[config.mk]
export PLATFORM = sky130hd
export DESIGN_NAME = sertx_tri
export DESIGN_NICKNAME = d
export VERILOG_FILES = /design/src/rtl/sertx_pkg.sv /design/src/rtl/sertx_tick.sv /design/src/rtl/sertx_fsync.sv /design/src/rtl/sertx_seq.sv /design/src/rtl/sertx_tri.sv
export SDC_FILE = /design/constraint.sdc
export NUM_CORES = 1
export LEC_CHECK = 0
export ABC_AREA = 1
export CAP_MARGIN = 20
export CORE_UTILIZATION = 45
export DETAILED_ROUTE_END_ITERATION = 6
export SLEW_MARGIN = 20
export SYNTH_ARGS = -nofsm -noshare
export SYNTH_HDL_FRONTEND = slang
export SYNTH_HIERARCHICAL = 1
export SYNTH_SLANG_ARGS = --single-unit
[constraint.sdc]
create_clock -name clk -period 2.8 [get_ports clk]
set_input_delay 0.42 -clock clk [delete_from_list [all_inputs] [get_ports clk]]
set_output_delay 0.42 -clock clk [all_outputs]
set_load 0.05 [all_outputs]
[src/rtl/sertx_pkg.sv]
package sertx_pkg;

   // Smallest and largest word length the shifter supports
   localparam int WORD_MIN = 4;
   localparam int WORD_MAX = 32;

   // Minimum synchroniser depth for the external frame strobe
   localparam int SYNC_MIN = 2;

   // Role and phase decoded from the configuration pins
   typedef struct packed {
      logic cpol;    // idle level of the serial clock
      logic cpha;    // 1: clock toggles on the drive edge of each bit
      logic tte;     // tristate data pin between words
      logic slave;   // follow the external frame strobe
   } sertx_mode_t;

   // Width of an edge index able to hold 2*bits
   function automatic int edge_width(input int bits);
      return $clog2(2 * bits + 1);
   endfunction

endpackage

[src/rtl/sertx_tick.sv]
module sertx_tick #(
   parameter int HALF_DIV = 2
) (
   input  logic clk,
   input  logic rst_n,
   input  logic run,
   output logic tick
);

   if (HALF_DIV < 1) begin : g_bad_div
      $error("sertx_tick: HALF_DIV must be at least 1");
   end

   if (HALF_DIV == 1) begin : g_every
      logic run_q;
      always_ff @(posedge clk or negedge rst_n) begin
         if (!rst_n) run_q <= 1'b0;
         else        run_q <= run;
      end
      assign tick = run & (run_q | run);
   end else begin : g_count
      localparam int CW = $clog2(HALF_DIV);
      logic [CW-1:0] cnt;
      always_ff @(posedge clk or negedge rst_n) begin
         if (!rst_n)            cnt <= '0;
         else if (!run)         cnt <= '0;
         else if (cnt == '0)    cnt <= CW'(HALF_DIV - 1);
         else                   cnt <= cnt - 1'b1;
      end
      assign tick = run && (cnt == '0);
   end

endmodule

[src/rtl/sertx_fsync.sv]
module sertx_fsync #(
   parameter int STAGES = 2
) (
   input  logic clk,
   input  logic rst_n,
   input  logic fpol,
   input  logic frm_i,
   output logic rise
);
   import sertx_pkg::*;

   if (STAGES < SYNC_MIN) begin : g_bad_sync
      $error("sertx_fsync: STAGES below minimum");
   end

   logic [STAGES-1:0] sq;
   logic              act;
   logic              act_q;

   always_ff @(posedge clk or negedge rst_n) begin
      if (!rst_n) sq <= '0;
      else        sq <= {sq[STAGES-2:0], frm_i};
   end

   assign act = fpol ? sq[STAGES-1] : ~sq[STAGES-1];

   // Reset to "already active" so a reset level never looks like a new frame
   always_ff @(posedge clk or negedge rst_n) begin
      if (!rst_n) act_q <= 1'b1;
      else        act_q <= act;
   end

   assign rise = act & ~act_q;

endmodule

[src/rtl/sertx_seq.sv]
module sertx_seq #(
   parameter int MAX_BITS = 32,
   parameter int EW       = 7
) (
   input  logic                clk,
   input  logic                rst_n,
   input  logic                start,
   input  logic                tick,
   input  sertx_pkg::sertx_mode_t mode,
   input  logic [EW-1:0]       last_edge,
   input  logic [MAX_BITS-1:0] word_al,
   output logic                busy,
   output logic                txd,
   output logic                oe,
   output logic                tog,
   output logic                frm_on
);

   logic [EW-1:0]       ecnt;
   logic [MAX_BITS-1:0] sh;
   logic [EW-1:0]       rel_edge;
   logic                drive_edge;
   logic                clk_edge;

   // Follower releases one edge after the LSB starts, master two edges after
   assign rel_edge   = mode.slave ? (last_edge - 1'b1) : last_edge;
   assign drive_edge = !ecnt[0] && (ecnt != last_edge);
   assign clk_edge   = mode.cpha ? (ecnt != last_edge) : (ecnt != '0);

   always_ff @(posedge clk or negedge rst_n) begin
      if (!rst_n) begin
         busy   <= 1'b0;
         ecnt   <= '0;
         sh     <= '0;
         txd    <= 1'b0;
         oe     <= 1'b0;
         tog    <= 1'b0;
         frm_on <= 1'b0;
      end else if (start) begin
         busy <= 1'b1;
         ecnt <= '0;
         sh   <= word_al;
         tog  <= 1'b0;
      end else if (busy && tick) begin
         if (drive_edge) begin
            txd <= sh[MAX_BITS-1];
            sh  <= sh << 1;
         end
         if (ecnt == '0)            oe <= 1'b1;
         else if (ecnt == rel_edge) oe <= 1'b0;
         if (clk_edge) tog <= ~tog;
         if (ecnt == '0)             frm_on <= !mode.slave;
         else if (ecnt == last_edge) frm_on <= 1'b0;
         if (ecnt == last_edge) busy <= 1'b0;
         else                   ecnt <= ecnt + 1'b1;
      end
   end

endmodule

[src/rtl/sertx_tri.sv]
module sertx_tri #(
   parameter int MAX_BITS    = 32,
   parameter int HALF_DIV    = 2,
   parameter int SYNC_STAGES = 2,
   localparam int LW = $clog2(MAX_BITS)
) (
   input  logic                clk,
   input  logic                rst_n,
   input  logic [1:0]          cfg_mode,
   input  logic                cfg_fpol,
   input  logic                cfg_tte,
   input  logic                cfg_slave,
   input  logic [LW-1:0]       cfg_len,
   input  logic                in_valid,
   output logic                in_ready,
   input  logic [MAX_BITS-1:0] in_data,
   input  logic                frm_i,
   output logic                sclk_o,
   output logic                frm_o,
   output logic                txd_o,
   output logic                txd_oe_o
);
   import sertx_pkg::*;

   localparam int EW = edge_width(MAX_BITS);

   if (MAX_BITS < WORD_MIN || MAX_BITS > WORD_MAX) begin : g_bad_bits
      $error("sertx_tri: MAX_BITS out of range");
   end

   sertx_mode_t         mode;
   logic                busy;
   logic                loaded;
   logic [MAX_BITS-1:0] hold;
   logic                accept;
   logic                frm_rise;
   logic                start;
   logic                tick;
   logic [LW-1:0]       len_c;
   logic [EW-1:0]       nbits;
   logic [EW-1:0]       last_edge;
   logic [MAX_BITS-1:0] word_sel;
   logic [MAX_BITS-1:0] word_al;
   logic                txd_q;
   logic                oe_q;
   logic                tog;
   logic                frm_on;

   assign mode = '{cpol: cfg_mode[1], cpha: cfg_mode[0],
                   tte: cfg_tte, slave: cfg_slave};

   // Length clamp: at least WORD_MIN bits, at most MAX_BITS
   always_comb begin
      len_c = cfg_len;
      if (cfg_len < LW'(WORD_MIN - 1))     len_c = LW'(WORD_MIN - 1);
      else if (cfg_len > LW'(MAX_BITS - 1)) len_c = LW'(MAX_BITS - 1);
   end

   assign nbits     = EW'(len_c) + 1'b1;
   assign last_edge = nbits << 1;

   // Handshake and follower-role holding register
   assign in_ready = !busy && !loaded;
   assign accept   = in_valid && in_ready;
   assign start    = (accept && !cfg_slave) || (loaded && frm_rise && !busy);

   always_ff @(posedge clk or negedge rst_n) begin
      if (!rst_n) begin
         loaded <= 1'b0;
         hold   <= '0;
      end else if (accept && cfg_slave) begin
         loaded <= 1'b1;
         hold   <= in_data;
      end else if (start) begin
         loaded <= 1'b0;
      end
   end

   assign word_sel = loaded ? hold : in_data;
   assign word_al  = word_sel << (EW'(MAX_BITS) - nbits);

   sertx_fsync #(.STAGES(SYNC_STAGES)) u_fsync (
      .clk   (clk),
      .rst_n (rst_n),
      .fpol  (cfg_fpol),
      .frm_i (frm_i),
      .rise  (frm_rise)
   );

   sertx_tick #(.HALF_DIV(HALF_DIV)) u_tick (
      .clk   (clk),
      .rst_n (rst_n),
      .run   (busy),
      .tick  (tick)
   );

   sertx_seq #(.MAX_BITS(MAX_BITS), .EW(EW)) u_seq (
      .clk       (clk),
      .rst_n     (rst_n),
      .start     (start),
      .tick      (tick),
      .mode      (mode),
      .last_edge (last_edge),
      .word_al   (word_al),
      .busy      (busy),
      .txd       (txd_q),
      .oe        (oe_q),
      .tog       (tog),
      .frm_on    (frm_on)
   );

   assign sclk_o   = mode.cpol ^ tog;
   assign frm_o    = frm_on ^ ~cfg_fpol;
   assign txd_o    = txd_q;
   assign txd_oe_o = mode.tte ? oe_q : 1'b1;

endmodule

==> Word-level counts from Yosys, hierarchy flattened <==
Cells that the tools add are included.
{ "totals": {"reg_bits": 81, "elab_cells": 89} }
{ "classes": {"bitwise": 9, "n_reduce_logical": 30, "n_mux": 26, "magnitude_cmp": 2, "n_eq_ne": 4, "shift": 1, "addsub": 5} }
{ "ops": {"columns": ["cell", "n"], "rows": [
  ["2-to-1 mux 32 bit", 4],
  ["<< shifter 32 x 7 -> 32 bit", 1],
  ["2-to-1 mux 7 bit", 4],
  ["2-to-1 mux 1 bit", 16],
  ["equality test 7 bit", 2],
  ["nonzero test 2 bit", 7],
  ["2-to-1 mux 5 bit", 2],
  ["logical AND 1 bit", 9],
  ["AND reduction 3 bit", 3],
  ["AND reduction 2 bit", 4],
  ["adder 7 x 1 -> 7 bit, second input constant", 1],
  ["logical NOT 7 bit", 1],
  ["!= test 7 bit", 1],
  ["nonzero test 7 bit", 1],
  ["subtractor 6 x 6 -> 7 bit, first input constant", 1],
  ["subtractor 7 x 1 -> 7 bit, second input constant", 1],
  ["adder 5 x 1 -> 6 bit, second input constant", 1],
  ["inverter 1 bit", 6],
  ["greater-than comparator 5 bit, second input constant", 1],
  ["less-than comparator 5 x 2 -> 1 bit, second input constant", 1],
  ["logical NOT 1 bit", 4],
  ["!= test 2 bit, second input constant", 1],
  ["bitwise XOR 1 bit", 2],
  ["bitwise AND 1 bit", 1],
  ["2 further kinds", 2]
]} }

==> Depth between registers and ports, before layout <==
Gate-level depths: netlist of the first run.
{ "logic_depth": {"word_depth": 9, "mapped_depth": 21, "mapped_depth_nobuf": 19} }

==> By module <==
The synthesis of the first run kept the hierarchy.
{ "by_module_without_submodules": {"columns": ["module", "area_per_inst_um2", "cells_each", "seq_area_each_um2", "n_inst"], "rows": [
  ["sertx_tri", 3593.4, 625, 825.8, 1],
  ["sertx_seq", 2666.3, 402, 1101.1, 1],
  ["sertx_fsync", 107.6, 10, 76.3, 1],
  ["sertx_tick", 35.0, 3, 25.0, 1]
]} }

==> Least setup slack after synthesis of the first run <==
OpenSTA, ideal clock, no wires.
{ "synth_timing": {"kind": "input port to flip-flop", "startpoint": "input port cfg_len[3]", "endpoint": "register u_seq.sh[22]", "slack_ps": -179, "arrival_ps": 2862, "t_required_ps": 2683, "setup_ps": 117, "path_stages": 19, "path_cell_list": "buf_4 > nor2_2 > nand3_1 > nand2_1 > clkbuf_1 > ha_1 > nand3_4 > xnor2_1 > nand2_1 > nand2_1 > nand2_1 > nor2_4 > nand2_4 > nand3_4 > nand2_2 > buf_6 > buf_6 > nand2_1 > nand2_1"} }
{ "synth_via": {"elab_chain_cells": 8, "word_cells_on_any_way": 12, "cone_classes": "add/sub: 2; order compare: 2; eq/ne: 1; shift: 1; mux: 3; reduce/logical: 3"} }
{ "synth_lines": {"columns": ["element", "line", "source"], "rows": [
  ["start: declaration", "sertx_tri.sv:13", "input logic [LW-1:0] cfg_len,"],
  ["greater-than comparator 5 bit", "sertx_tri.sv:56", "else if (cfg_len > LW'(MAX_BITS - 1)) len_c = LW'(MAX_BITS - 1);"],
  ["2-to-1 mux 5 bit", "sertx_tri.sv:56", null],
  ["2-to-1 mux 5 bit *", "sertx_tri.sv:55", "if (cfg_len < LW'(WORD_MIN - 1)) len_c = LW'(WORD_MIN - 1);"],
  ["adder 5 x 1 -> 6 bit *", "sertx_tri.sv:59", "assign nbits = EW'(len_c) + 1'b1;"],
  ["named net nbits[4]", "sertx_tri.sv:40", "logic [EW-1:0] nbits;"],
  ["branches (longest 4 deep; another with subtractor 6 x 6 -> 7 bit)", null, null],
  ["end signal: assignment", "sertx_seq.sv:42", "sh <= word_al;"],
  ["end signal: assignment", "sertx_seq.sv:47", "sh <= sh << 1;"],
  ["end: declaration", "sertx_seq.sv:20", "logic [MAX_BITS-1:0] sh;"]
]} }
Mark *: on every way through the listed nets, which the timed path passes.
A chain may end at the register's enable or synchronous reset.

==> Final worst setup path of the first run <==
{ "layout_timing": {"startpoint": "input port cfg_len[3]", "endpoint": "register u_seq.sh[15]"} }
{ "layout_via": {"word_cells_on_any_way": 12, "cone_classes": "add/sub: 2; order compare: 2; eq/ne: 1; shift: 1; mux: 3; reduce/logical: 3"} }
{ "layout_lines": {"columns": ["element", "line", "source"], "rows": [
  ["greater-than comparator 5 bit", "sertx_tri.sv:56", null],
  ["2-to-1 mux 5 bit", "sertx_tri.sv:56", null],
  ["2-to-1 mux 5 bit *", "sertx_tri.sv:55", null],
  ["adder 5 x 1 -> 6 bit *", "sertx_tri.sv:59", null],
  ["subtractor 6 x 6 -> 7 bit *", "sertx_tri.sv:80", "assign word_al = word_sel << (EW'(MAX_BITS) - nbits);"],
  ["<< shifter 32 x 7 -> 32 bit *", "sertx_tri.sv:80", null],
  ["named net word_al[15]", "sertx_tri.sv:43", "logic [MAX_BITS-1:0] word_al;"],
  ["2-to-1 mux 32 bit *", "sertx_seq.sv:39", "end else if (start) begin"]
]} }
The timed path passes the listed nets; every way through them passes the cells marked *.

==> results of run 1 <==
[worst paths after layout]
kind	to	depth (start not counted)
hold / removal	hold[27]	1
min in group clk	u_fsync/sq[1]	0
hold reg to reg	u_fsync/sq[1]	0
setup / recovery	u_seq/sh[15]	19
max in group asynchronous	u_fsync/act_q	2
setup reg to reg	u_seq/sh[30]	15
[cell type report]
cell class	instances	area (sq um)	share of cell area
clock inverters	5	56.3	0.00706
clock buffers	11	233	0.0292
multi-input cells	828	3910	0.490
inverters	73	279	0.0350
flip-flops and latches	81	2030	0.254
well taps	180	225	0.0282
repair buffers	127	1250	0.156
[power by group]
part	total (mW)	switching [mW]	leakage (nW)	internal, mW
combinational	3.33	2.06	3.01	1.26
clock	1.18	0.490	0.139	0.690
sequential	1.87	0.264	1.05	1.60
total	6.38	2.82	4.20	3.56
[metal layers]
metal / vias up / track usage / part of all wire
met2: 146 / 0.445 / 0.46
met1: 3197 / 0.357 / 0.49
met4: 0 / 0.0795 / 0.020
met3: 26 / 0.0418 / 0.037
met5: - / 0 / 0
li1: 3536 / - / -
[timing repair]
item / in CTS / in global routing
buffers inserted: 1 / 2
cloned: 1 / 2
pin swaps: 1 / 3
resized for setup: 6 / 20
endpoints found under the setup margin: 7 / 39
[cell usage in the layout (no fill, tap or decap), drive strengths merged, types with 3 or more instances in the layout]
cell / count
dfrtp: 80
conb: 3
ha: 5
dlymetal6s2s: 4
nor3: 6
clkdlybuf4s50: 43
clkinv: 5
nand2: 393
o21ai: 85
clkbuf: 13
nand4: 6
inv: 71
xnor2: 4
nand3: 238
o211ai: 3
xor2: 7
a21oi: 15
nor2: 58
buf: 77
[registers in the layout, summed over array words and instances (netlist names)]
| signal | cells |
|---|---|
| hold | 32 |
| u_seq/sh | 32 |
| u_seq/ecnt | 7 |
| u_fsync/sq | 2 |
| loaded | 1 |
| u_fsync/act_q | 1 |
| u_seq/busy | 1 |
| u_seq/frm_on | 1 |
| u_seq/oe | 1 |
| u_seq/tog | 1 |
| u_seq/txd | 1 |
| u_tick/g_count.cnt | 1 |
[worst reg2reg max path, delay by kind of cell, from the launching register on]
kind,cells,cell delay (ns)
AOI/OAI and AO/OA,3,0.53
buffers and inverters,2,0.47
DFF,1,0.39
and+or+nand+nor,10,0.84
[cells by family (layout without fill, tap and decap cells)]
group,Yosys count,count (layout),share of synthesized area
xor+xnor,11,11,0.0162
flops,81,81,0.317
mux,1,1,0.00176
buf+inv,133,216,0.0897
fa+ha+maj,5,5,0.00977
simple gates,704,704,0.480
other cells,1,3,0.000586
compound gates,104,104,0.0848
[through the flow]
step                std cells   util
floorplan                1042      -
finish                   1305  0.574
global route             1305  0.574
detailed placement       1284  0.540
CTS                      1302  0.566
global placement         1284  0.540
==> out/qor.txt, run 1 <==
==================================================================================================
Final design instance area without fill .............................................   7970 sq um
Routed wire length ..................................................................     18600 um
Final Total Pwr .....................................................................      6.38 mW
Number of pins exceeding their max-slew limit in the final report ...................            0
Synthesis-to-layout area growth .....................................................        24.5%
Number of storage elements in the synthesis netlist .................................           81
Number of library cell types mapped by synthesis ....................................           39
Crit path arrival time ..............................................................      2.85 ns
Maximum clock frequency .............................................................    0.391 GHz
Leakage .............................................................................      4.20 nW
Gate Count Post-Synth ...............................................................         1040
CTS tree ............................................................................        built
Max VDD drop ........................................................................     0.382 mV
Yosys warnings ......................................................................            6
Slowest-stage cell, CP .............................................................. sky130_fd_sc_hd__dlygate4sd2_1
Final Hold Slack ....................................................................    0.0598 ns
Initial antenna violation count .....................................................            0
Final HPWL from detailed placement ..................................................     13400 um
Remaining routing DRC violations ....................................................            0
Ant diodes ..........................................................................            0
Cells along the critical path ....................................................... dlygate4sd2_1 > nor2_2 > nand3_1 > nand2_2 > ha_2 > inv_1 > o211ai_4 > buf_12 > clkbuf_16 > nand3_1 > nand3_1 > nand3_1 > nand3_1 > nand2_1 > nor2_1 > nand2_1 > nand2_1 > nand2_1 > nand2_1
Cell Area, Placed ...................................................................   7500 sq um
Cts-stage hold buffer count .........................................................            0
Vias after detailed routing .........................................................         6905
Number of filler instances in the final layout ......................................         1401
Result of the run ................................................................... finished clean
Starting DRT DRC Count ..............................................................          492
Async set or reset register ratio after synthesis ...................................         1.00
Required time at the worst-slack endpoint ...........................................      3.09 ns
Primary flip-flop cell chosen by synthesis mapping .................................. sky130_fd_sc_hd__dfrtp_1
Largest delay share family, worst path .............................................. simple AND/OR/NAND/NOR gates
Number of max-capacitance violations reported .......................................            0
Reg2Reg Setup Slack .................................................................      0.52 ns
Kind of critical path ...............................................................       in2reg
Average wire length per cell after detail routing ...................................      14.2 um
First-pass GRT wire length ..........................................................     31200 um
Width of the die ....................................................................       121 um
Combined global-route utilization of all metal layers ...............................        0.268
Kind of start point of the critical path ............................................ primary input
GR Overflow Total ...................................................................            0
Mapped Avg Cell Area ................................................................   6.16 sq um
Post-layout net count ...............................................................         1171
Crit path setup slack, layout .......................................................     0.242 ns
Area share of the largest cell type after synthesis .................................        0.313
Maximum number of pins on one net before global-route repair ........................           54
Highest cell delay on the worst timing path .........................................      0.28 ns
Buffers added on ports ..............................................................           50
Maximum clock path buffer count .....................................................            2
Largest cells by area after synthesis ............................................... sky130_fd_sc_hd__dfrtp_1, sky130_fd_sc_hd__nand2_1, sky130_fd_sc_hd__nand3_1
Kind of capture point of the worst setup path .......................................     register
Leading area contributor after synthesis ............................................ sky130_fd_sc_hd__dfrtp_1
Clock tree root buffer cell ......................................................... sky130_fd_sc_hd__clkbuf_16
Power density over the cells ........................................................  800 nW/um^2
Number of placement rows ............................................................           43
Layout cell share with drive strength beyond 1 ......................................        0.130
Placer's final routability congestion estimate ......................................        0.911
Transition at the pin with the smallest max-transition slack ........................     0.576 ns
Worst setup path startpoint .........................................................   cfg_len[3]
Insertion delay to the later sink of the worst-skew pair ............................      0.35 ns
Syn Std Cell Area ...................................................................   6400 sq um
Number of buffers inserted during clock tree synthesis ..............................            9
Pre-CTS setup slack .................................................................    -0.402 ns
Hold Vio Cnt, Final .................................................................            0
Clock skew after layout .............................................................    0.0109 ns
Buf+Inv Stages, Crit Path ...........................................................            4
Relative slew slack .................................................................        0.616
Area of the die .....................................................................  14700 sq um
Post-layout minimum cycle time ......................................................      2.56 ns
Share of synthesized area occupied by flip-flops and latches ........................        0.317
Aggregate negative setup slack ......................................................         0 ns
Height of the die ...................................................................       121 um
Clock transition time at the flip-flop clock pins of the worst setup and hold paths .      0.06 ns
Via-per-instance ratio ..............................................................         5.29
Most common cell in the netlist ..................................................... sky130_fd_sc_hd__nand2_1
Setup violations, final .............................................................            0
Most frequent cells after synthesis ................................................. sky130_fd_sc_hd__nand2_1, sky130_fd_sc_hd__nand3_1, sky130_fd_sc_hd__o21ai_0, sky130_fd_sc_hd__dfrtp_1, sky130_fd_sc_hd__inv_1
TritonRoute pass-1 iters ............................................................            5
Crit path max fanout ................................................................           13
Total number of clock tree sinks ....................................................           81
Count of flip-flops with a built-in enable after synthesis ..........................            0
Top-level I/O count .................................................................           51
Final period utilization ............................................................        0.913
Hold Crit Class .....................................................................     in2async
H-tree lvl count ....................................................................            3
Count of antenna-violating nets left after detailed routing .........................            0
Effective utilization at floorplan ..................................................        0.461
Number of global-route vias before repair ...........................................         6428
Launch point of the worst reg-to-reg path ...........................................       loaded
Core area ...........................................................................  13900 sq um
Unrepaired setup endpoints after global routing .....................................        false
==================================================================================================
Note: power is estimated with default switching activity, not from simulation.
==> run 2: changes to the inputs <==
--- a/config.mk
+++ b/config.mk
@@ -9,6 +9,8 @@
 export CAP_MARGIN = 20
 export CORE_UTILIZATION = 45
 export DETAILED_ROUTE_END_ITERATION = 6
+export GPL_TIMING_DRIVEN = 0
+export SKIP_LAST_GASP = 1
 export SLEW_MARGIN = 20
 export SYNTH_ARGS = -nofsm -noshare
 export SYNTH_HDL_FRONTEND = slang
==> run 2 against run 1 <==
The flow now finishes with violations (DRC). Cell count decreased by 0.69%. Hold slack got worse by 0.011 ns. Global-route usage increased by 2.0 points. Via count increased by 2.6%. Power increased by 1.4%. Non-clock buffer count decreased by 9. Largest cell class unchanged. Highest routed layer unchanged. Clock skew decreased by 0.0053 ns. Combinational power about the same. Clock-buffer cell count unchanged. Setup slack got worse by 0.099 ns. Register-to-register slack got worse by 0.31 ns. Largest power group unchanged.
==> out/qor.txt, run 2 (synthesized netlist as in run 1, its figures left out) <==
==================================================================================================
Maximum clock frequency .............................................................    0.376 GHz
Final Hold Slack ....................................................................    0.0492 ns
Aggregate negative setup slack ......................................................         0 ns
Leakage .............................................................................      4.05 nW
Largest registers ................................................................... hold (32), u_seq/sh (32), u_seq/ecnt (7)
Height of the die ...................................................................       121 um
Vias after detailed routing .........................................................         7084
Total number of clock tree sinks ....................................................           81
Ant diodes ..........................................................................            0
Buffers added on ports ..............................................................           49
Final period utilization ............................................................        0.949
Transition at the pin with the smallest max-transition slack ........................     0.681 ns
Power density over the cells ........................................................  822 nW/um^2
Area of the die .....................................................................  14700 sq um
Sw Share ............................................................................        0.457
Kind of start point of the critical path ............................................ primary input
Cells along the critical path ....................................................... buf_2 > nor2_4 > nand2_1 > nand2_4 > buf_8 > ha_4 > nand3_4 > o211ai_4 > buf_12 > buf_6 > nand3_2 > nand2_2 > buf_4 > nand3_2 > nand2_2 > nand3_1 > nand2_1 > nand2_1 > nand2_1 > nand2_1 > nand2_1
Number of filler instances in the final layout ......................................         1422
Part of the power in the clock network ..............................................        0.198
Starting DRT DRC Count ..............................................................          729
Combinational fraction of design power ..............................................        0.514
Number of max-capacitance violations reported .......................................            0
Hold Crit Class .....................................................................     in2async
Number of placement rows ............................................................           43
Maximum clock path buffer count .....................................................            2
Top-level I/O count .................................................................           51
Effective utilization at floorplan ..................................................        0.461
Violations in the final reports .....................................................          DRC
Cts-stage hold buffer count .........................................................            0
Power dissipated by switching net loads .............................................      2.95 mW
Average wire length per cell after detail routing ...................................      15.6 um
Remaining routing DRC violations ....................................................            5
Synthesis-to-layout area growth .....................................................        22.9%
Crit path max fanout ................................................................           11
Required time at the worst-slack endpoint ...........................................      3.09 ns
Max VDD drop ........................................................................     0.401 mV
Most repeated library cell on the critical path ..................................... sky130_fd_sc_hd__nand2_1
Kind of capture point of the worst setup path .......................................     register
Result of the run ................................................................... finished with violations
H-tree lvl count ....................................................................            3
Width of the die ....................................................................       121 um
Most used cells in the layout excluding fill and tap cells .......................... sky130_fd_sc_hd__nand2_1, sky130_fd_sc_hd__nand3_1, sky130_fd_sc_hd__dfrtp_1
Clock skew after layout .............................................................   0.00563 ns
Via-per-instance ratio ..............................................................         5.47
Routed wire length ..................................................................     20300 um
Largest delay share family, worst path .............................................. simple AND/OR/NAND/NOR gates
Clock tree root buffer cell ......................................................... sky130_fd_sc_hd__clkbuf_16
Final HPWL from detailed placement ..................................................     15100 um
First-pass GRT wire length ..........................................................     32900 um
CTS tree ............................................................................        built
Post-layout net count ...............................................................         1162
Relative slew slack .................................................................        0.546
Sequential cell area ................................................................   2030 sq um
Reg power frac ......................................................................        0.288
Layout cell share with drive strength beyond 1 ......................................        0.125
Kind of critical path ...............................................................       in2reg
Placer's final routability congestion estimate ......................................        0.985
Initial antenna violation count .....................................................            0
Number of buffers inserted during clock tree synthesis ..............................            9
GR Overflow Total ...................................................................            0
Slowest-stage cell, CP .............................................................. sky130_fd_sc_hd__o211ai_4
Maximum number of pins on one net before global-route repair ........................           43
Footprint of the multi-input gates ..................................................   4090 sq um
Core area ...........................................................................  13900 sq um
Number of pins exceeding their max-slew limit in the final report ...................            0
Combined global-route utilization of all metal layers ...............................        0.289
End-of-flow core utilization ........................................................        0.567
Most frequent standard cell in the layout excluding fill and tap cells .............. sky130_fd_sc_hd__nand2_1
Highest cell delay on the worst timing path .........................................      0.20 ns
Clock transition time at the flip-flop clock pins of the worst setup and hold paths .      0.06 ns
Total internal power ................................................................      3.51 mW
Crit path arrival time ..............................................................      2.95 ns
Number of global-route vias before repair ...........................................         6587
Hold Vio Cnt, Final .................................................................            0
Post-layout minimum cycle time ......................................................      2.66 ns
Buf+Inv Stages, Crit Path ...........................................................            5
Setup violations, final .............................................................            0
Insertion delay to the later sink of the worst-skew pair ............................      0.35 ns
Unrepaired setup endpoints after global routing .....................................        false
Count of antenna-violating nets left after detailed routing .........................            0
TritonRoute pass-1 iters ............................................................            7
==================================================================================================
## run 2: cell types whose count changed in the layout (fill, tap and decap cells not counted), sizes merged
cell,delta
buf,-32
clkbuf,+24
clkinv,-2
bufinv,+1
clkdlybuf4s50,+1
clkinvlp,+1
dlygate4sd2,-1
dlymetal6s2s,-1
## run 2: what timing repair did
action,CTS,global route
buffers inserted,5,2
cloned,1,0
setup endpoints to repair,43,38
pin swaps,7,11
resized for setup,53,32
## run 2: layer usage
| layer | global-route usage | wire [um] | up-vias |
|---|---|---|---|
| met1 | 0.410 | 9690 | 3242 |
| met2 | 0.436 | 8870 | 269 |
| met3 | 0.0493 | 1170 | 44 |
| met4 | 0.103 | 531 | 0 |
| met5 | 0 | 0 | - |
| li1 | - | - | 3529 |
## run 2: final timing paths
path / from / endpoint / slack, ns / cells after the start
min: rst_n / hold[26] / 0.05 / 1
max in group asynchronous: rst_n / u_fsync/act_q / 2.08 / 2
min in group clk: u_fsync/sq[0] / u_fsync/sq[1] / 0.35 / 0
max: cfg_len[4] / u_seq/sh[26] / 0.14 / 21
min reg2reg: u_fsync/sq[0] / u_fsync/sq[1] / 0.35 / 0
max reg2reg: loaded / u_seq/sh[16] / 0.21 / 11
## run 2: area by class of cell
cell class                      count  share of cell area
Buffer                             60              0.0442
Clock buffer                       11              0.0296
Clock inverter                      5              0.0102
Inverter                           73              0.0355
Multi-Input combinational cell    828               0.520
Sequential cell                    81               0.258
Tap cell                          180              0.0286
Timing Repair Buffer               58              0.0741
## run 2: per-stage QoR
step	cells	power [mW]	setup slack [ns]	cell area, sq um
floorplan	1042	4.15	0.0226	6430
global placement	1271	5.01	-1.81	7140
detailed placement	1272	5.02	-0.991	7160
CTS	1294	6.42	0.00118	7740
global route	1296	7.00	0.00588	7870
finish	1296	6.47	0.143	7870
## run 2: power groups by stage
| stage | sequential (mW) | combinational [mW] | clock [mW] |
|---|---|---|---|
| 2_1_floorplan | 1.84 | 2.30 | 0 |
| 3_3_place_gp | 1.87 | 3.13 | 0 |
| 3_5_place_dp | 1.87 | 3.15 | 0 |
| 4_1_cts | 1.86 | 3.24 | 1.31 |
| 5_1_grt | 1.92 | 3.72 | 1.36 |
| 6_report | 1.86 | 3.32 | 1.28 |
